### config.mk
export PLATFORM = sky130hd
export DESIGN_NAME = brp_predictor
export DESIGN_NICKNAME = d
export VERILOG_FILES = /design/src/rtl/brp_pkg.sv /design/src/rtl/brp_static.sv /design/src/rtl/brp_table.sv /design/src/rtl/brp_predictor.sv
export SDC_FILE = /design/constraint.sdc
export NUM_CORES = 1
export LEC_CHECK = 0
export ABC_CLOCK_PERIOD_IN_PS = 5100
export CORE_MARGIN = 10
export CORE_UTILIZATION = 59
export CTS_CLUSTER_DIAMETER = 100
export DETAILED_ROUTE_END_ITERATION = 16
export PLACE_DENSITY = 0.89
export SYNTH_ARGS = -nofsm -noshare
export SYNTH_HDL_FRONTEND = slang
export SYNTH_SLANG_ARGS = --single-unit
export TNS_END_PERCENT = 50
### constraint.sdc
create_clock -name clk -period 5.1 [get_ports clk]
set_input_delay 1.02 -clock clk [delete_from_list [all_inputs] [get_ports clk]]
set_output_delay 1.02 -clock clk [all_outputs]
set_load 0.005 [all_outputs]
### src/rtl/brp_pkg.sv
package brp_pkg;

    localparam int CTR_W = 2;

    typedef struct packed {
        logic             vld;
        logic [CTR_W-1:0] ctr;
    } hist_t;

    // Next entry value from the current entry and the resolved outcome
    function automatic hist_t hist_step(hist_t cur, logic taken);
        hist_t nxt;
        nxt.vld = 1'b1;
        if (!cur.vld) begin
            nxt.ctr = taken ? {1'b1, {(CTR_W-1){1'b0}}} : {1'b0, {(CTR_W-1){1'b1}}};
        end else if (taken) begin
            nxt.ctr = (&cur.ctr) ? cur.ctr : cur.ctr + 1'b1;
        end else begin
            nxt.ctr = (cur.ctr == '0) ? cur.ctr : cur.ctr - 1'b1;
        end
        return nxt;
    endfunction

endpackage

### src/rtl/brp_static.sv
module brp_static (
    input  logic disp_neg,
    output logic guess_taken
);
    // Backward branches close loops, forward ones skip bodies
    always_comb begin
        guess_taken = disp_neg;
    end
endmodule

### src/rtl/brp_table.sv
module brp_table
    import brp_pkg::*;
#(
    parameter int IDX_W = 6
) (
    input  logic             clk,
    input  logic             rst_n,
    input  logic [IDX_W-1:0] rd_idx,
    output hist_t            rd_entry,
    input  logic [IDX_W-1:0] wr_idx,
    input  logic             wr_en,
    input  logic             wr_taken,
    output hist_t            wr_old
);
    localparam int ENTRIES = 1 << IDX_W;

    hist_t mem_q [ENTRIES];
    hist_t mem_d [ENTRIES];

    always_comb begin
        for (int i = 0; i < ENTRIES; i++) begin
            mem_d[i] = mem_q[i];
        end
        if (wr_en) begin
            mem_d[wr_idx] = hist_step(mem_q[wr_idx], wr_taken);
        end
    end

    always_ff @(posedge clk) begin
        for (int i = 0; i < ENTRIES; i++) begin
            if (!rst_n) begin
                mem_q[i] <= '0;
            end else begin
                mem_q[i] <= mem_d[i];
            end
        end
    end

    // Reads see registered contents: a same-cycle write is not yet visible
    assign rd_entry = mem_q[rd_idx];
    assign wr_old   = mem_q[wr_idx];
endmodule

### src/rtl/brp_predictor.sv
module brp_predictor
    import brp_pkg::*;
#(
    parameter int PC_W    = 32,
    parameter int IDX_LSB = 2,
    parameter int IDX_W   = 6
) (
    input  logic            clk,
    input  logic            rst_n,
    input  logic [PC_W-1:0] fetch_pc,
    input  logic            fetch_is_br,
    input  logic            fetch_disp_neg,
    output logic            pred_taken,
    input  logic            res_valid,
    input  logic [PC_W-1:0] res_pc,
    input  logic            res_taken,
    input  logic            res_mispred,
    output logic            redirect
);
    typedef struct packed {
        logic redirect;
    } ctl_t;

    ctl_t ctl_d, ctl_q;

    logic [IDX_W-1:0] look_idx;
    logic [IDX_W-1:0] upd_idx;
    hist_t            look_entry;
    hist_t            upd_old;
    logic             static_taken;

    assign look_idx = IDX_W'(fetch_pc >> IDX_LSB);
    assign upd_idx  = IDX_W'(res_pc >> IDX_LSB);

    brp_table #(.IDX_W(IDX_W)) u_table (
        .clk      (clk),
        .rst_n    (rst_n),
        .rd_idx   (look_idx),
        .rd_entry (look_entry),
        .wr_idx   (upd_idx),
        .wr_en    (res_valid),
        .wr_taken (res_taken),
        .wr_old   (upd_old)
    );

    brp_static u_static (
        .disp_neg    (fetch_disp_neg),
        .guess_taken (static_taken)
    );

    always_comb begin
        if (!fetch_is_br) begin
            pred_taken = 1'b0;
        end else if (look_entry.vld) begin
            pred_taken = look_entry.ctr[CTR_W-1];
        end else begin
            pred_taken = static_taken;
        end
    end

    always_comb begin
        ctl_d          = ctl_q;
        ctl_d.redirect = res_valid & res_mispred;
    end

    always_ff @(posedge clk) begin
        if (!rst_n) begin
            ctl_q <= '0;
        end else begin
            ctl_q <= ctl_d;
        end
    end

    assign redirect = ctl_q.redirect;

    logic unused_old;
    assign unused_old = ^upd_old;
endmodule

==> flow_metrics.py <==
metrics = {
    "run_status": {
        "status": "complete, no violations",
    },
    "clock_network": {
        "postCtsResizedCells": 0,
        "clk_latency_ns": 0.44,
        "cts_buffers": 17,
        "h-tree-depth": 4,
        "cts.sinks": 193,
        "clkTransAtPathRegs_ns": 0.06,
        "cts_tree": "done",
        "cts.hold.buffers_added": 0,
        "clockBufferDepth": 2,
        "ctsRootBufferMaster": "clkbuf_16",
        "postCtsSetupRepairBufs": 0,
    },
    "route": {
        "ant_nets": 0,
        "drtPass1Iterations": 6,
        "drt_drc_violations_left": 0,
        "via_count": 8138,
        "wirelength_um": 26000,
        "viasPerCell": 6.85,
        "first_iter_violations": 1457,
        "wl_per_cell_um": 21.8,
    },
    "finish": {
        "finalNonFillerCells": 1188,
        "regArea_mm2": 0.00386,
        "drive_gt1_frac": 0.210,
        "antenna_cells": 0,
        "area_growth_pct": 9.47,
        "num-nets-final": 1033,
        "fill_cells": 1162,
        "multi_input_area_mm2": 0.00526,
    },
    "logic_synthesis": {
        "synth_edf_count": 0,
        "ys_async_sr_fraction": 0,
        "yosysUniqueCellTypes": 55,
        "synth.most_common_cell": "dfxtp_1",
        "synth_ff_type": "dfxtp_1",
        "synthTopCellsByCount": "dfxtp_1 (193), nand2_1 (84), nor2_1 (84)",
        "synthTopCellsByArea": "dfxtp_1 (41%), mux4_2 (16%), o21ai_2 (5.5%), o21a_1 (5.1%), o21ai_0 (4.2%)",
        "synth.top_cell.area_share": 0.406,
        "synth-seq-cells": 193,
        "synthCells": 972,
        "ys_seq_area_frac": 0.406,
        "synth_top_area_cell": "dfxtp_1",
        "syn_avg_cell_area_um2": 9.79,
        "syn-num-nets": 1043,
        "yosysWarnings": 0,
        "syn_area_mm2": 0.00952,
    },
    "worst_setup_path": {
        "crit_family": "multiplexers",
        "critPathMostFrequentCell": "mux4_2",
        "end_kind": "output port",
        "cp_cell_sequence": "clkdlybuf4s50_1 > buf_12 > mux4_2 > mux4_2 > mux4_2 > mux2i_1 > nor2b_1 > clkdlybuf4s50_1",
        "slowest_stage": "mux4_2",
        "cp_data_arrival_time_ns": 3.93,
        "crit_path_max_fanout": 32,
        "startpoint_type": "primary input",
        "cpPeakStageDelay_ns": 0.53,
        "path_class": "in -> out",
        "required_ns": 4.08,
        "cp_num_buf_inv": 3,
    },
    "floorplanning": {
        "rows": 46,
        "coreArea_mm2": 0.0158,
        "start_util": 0.601,
        "die-width_um": 147,
        "ioPinCount": 73,
        "die_area_mm2": 0.0216,
        "dieHeight_um": 147,
    },
    "global_route": {
        "gr-usage-all-layers": 0.238,
        "grt_pass1_wl_um": 41600,
        "grt-ovfl-total": 0,
        "grt_pass1_vias": 7943,
        "grt_start_max_net_pins": 106,
        "grt_antenna_before_repair": 1,
    },
    "sta": {
        "post-route-min-period_ns": 4.95,
        "finalSetupViolations": 0,
        "drv_slew": 0,
        "finalSetupTns_ns": 0,
        "worst_pin_slew_ns": 1.12,
        "hold_viol": 0,
        "relSlewSlack": 0.250,
        "rsz0062_at_grt": "no",
        "finClkSkew_ns": 0.00832,
        "clock.fmax_mhz": 202,
        "period_share": 0.971,
    },
    "power_and_ir_drop": {
        "vdd_drop_max_mv": 0.286,
        "power_leakage_nw": 3.61,
        "power.density_mw_per_mm2": 297,
        "p_total_w": 0.00310,
    },
    "placement": {
        "port_buffers": 20,
        "place.gp.congestion": 0.895,
        "dp.cells": 1159,
        "dp.final_hpwl_um": 16700,
    },
    "min_path": {
        "hp-class": "reg -> reg",
    },
    "run": {
        "maxCapViolCount": 0,
    },
}
[stage by stage]
| stage | util | setup slack, ns | hold slack (ns) | area, um^2 |
|---|---|---|---|---|
| CTS | 0.658 | 0.161 | 0.468 | 10400 |
| floorplan | - | 0.835 | 0.438 | 9520 |
| global placement | 0.624 | 0.195 | 0.451 | 9870 |
| finish | 0.658 | 0.149 | 0.467 | 10400 |
| global route | 0.658 | 0.0581 | 0.481 | 10400 |
| detailed placement | 0.624 | 0.176 | 0.460 | 9870 |
[placed cells by master, fill, tap and decap left out, drive strengths merged, types with 9 or more instances in the layout]
| master | synthesis | layout |
|---|---|---|
| a21oi | 74 | 74 |
| a22oi | 9 | 9 |
| buf | 38 | 30 |
| clkbuf | 36 | 23 |
| clkdlybuf4s50 | 0 | 15 |
| dfxtp | 193 | 193 |
| mux2 | 12 | 12 |
| mux2i | 21 | 21 |
| mux4 | 68 | 68 |
| nand2 | 84 | 84 |
| nand3 | 74 | 74 |
| nor2 | 84 | 84 |
| o21a | 65 | 65 |
| o21ai | 141 | 141 |
[flip-flops by register name, indices dropped and copies added, names as in the netlist]
register and flops:
u_table.mem_q 192, redirect 1
[cell families (layout without fill, tap and decap cells)]
group	count (synthesis)	count (layout)	share of synthesized area
compound gates	318	318	0.221
simple gates	283	283	0.134
flops	193	193	0.406
mux	101	101	0.197
buf+inv	77	77	0.0415
[worst reg2reg max path, cell delays in order (launching register included)]
cell and delay (ns):
dfxtp_1 0.32, a21o_1 0.15, mux4_2 0.45, o21ai_0 0.33, nor4b_1 0.25, and4_1 0.29
nor2_1 0.06, o32a_2 0.40, buf_4 0.28, o21ai_2 0.22
[area by class of cell]
cell class,count,share of cell area
inverter,3,0.00108
sequential,193,0.371
tap,216,0.0259
clock inverter,6,0.00552
timing repair buffer,45,0.0449
multi-input combinational,702,0.505
clock buffer,23,0.0468
[report_power, final]
group / leakage, nW / internal [W] / switching, W
Clock: 0.271 / 0.000713 / 0.000555
Combinational: 1.78 / 0.0000998 / 0.000204
Sequential: 1.56 / 0.00152 / 0.00000723
[path summary, 6_finish.rpt]
kind | from | to | slack (ns) | cells past startpoint
min reg2reg | u_table.mem_q[17][0]$_SDFFE_PN0P_ | u_table.mem_q[17][0]$_SDFFE_PN0P_ | 0.47 | 2
min | u_table.mem_q[17][0]$_SDFFE_PN0P_ | u_table.mem_q[17][0]$_SDFFE_PN0P_ | 0.47 | 2
max | fetch_pc[3] | pred_taken | 0.15 | 8
max reg2reg | u_table.mem_q[20][0]$_SDFFE_PN0P_ | u_table.mem_q[30][0]$_SDFFE_PN0P_ | 2.29 | 9
[per-layer routing]
layer | global-route usage | vias to the layer above | part of all wire
li1 | - | 3595 | -
met1 | 0.298 | 3897 | 0.38
met2 | 0.375 | 535 | 0.47
met3 | 0.0648 | 109 | 0.10
met4 | 0.114 | 2 | 0.042
met5 | 0 | - | 0.00050
Note: power is estimated with default switching activity, not from simulation.
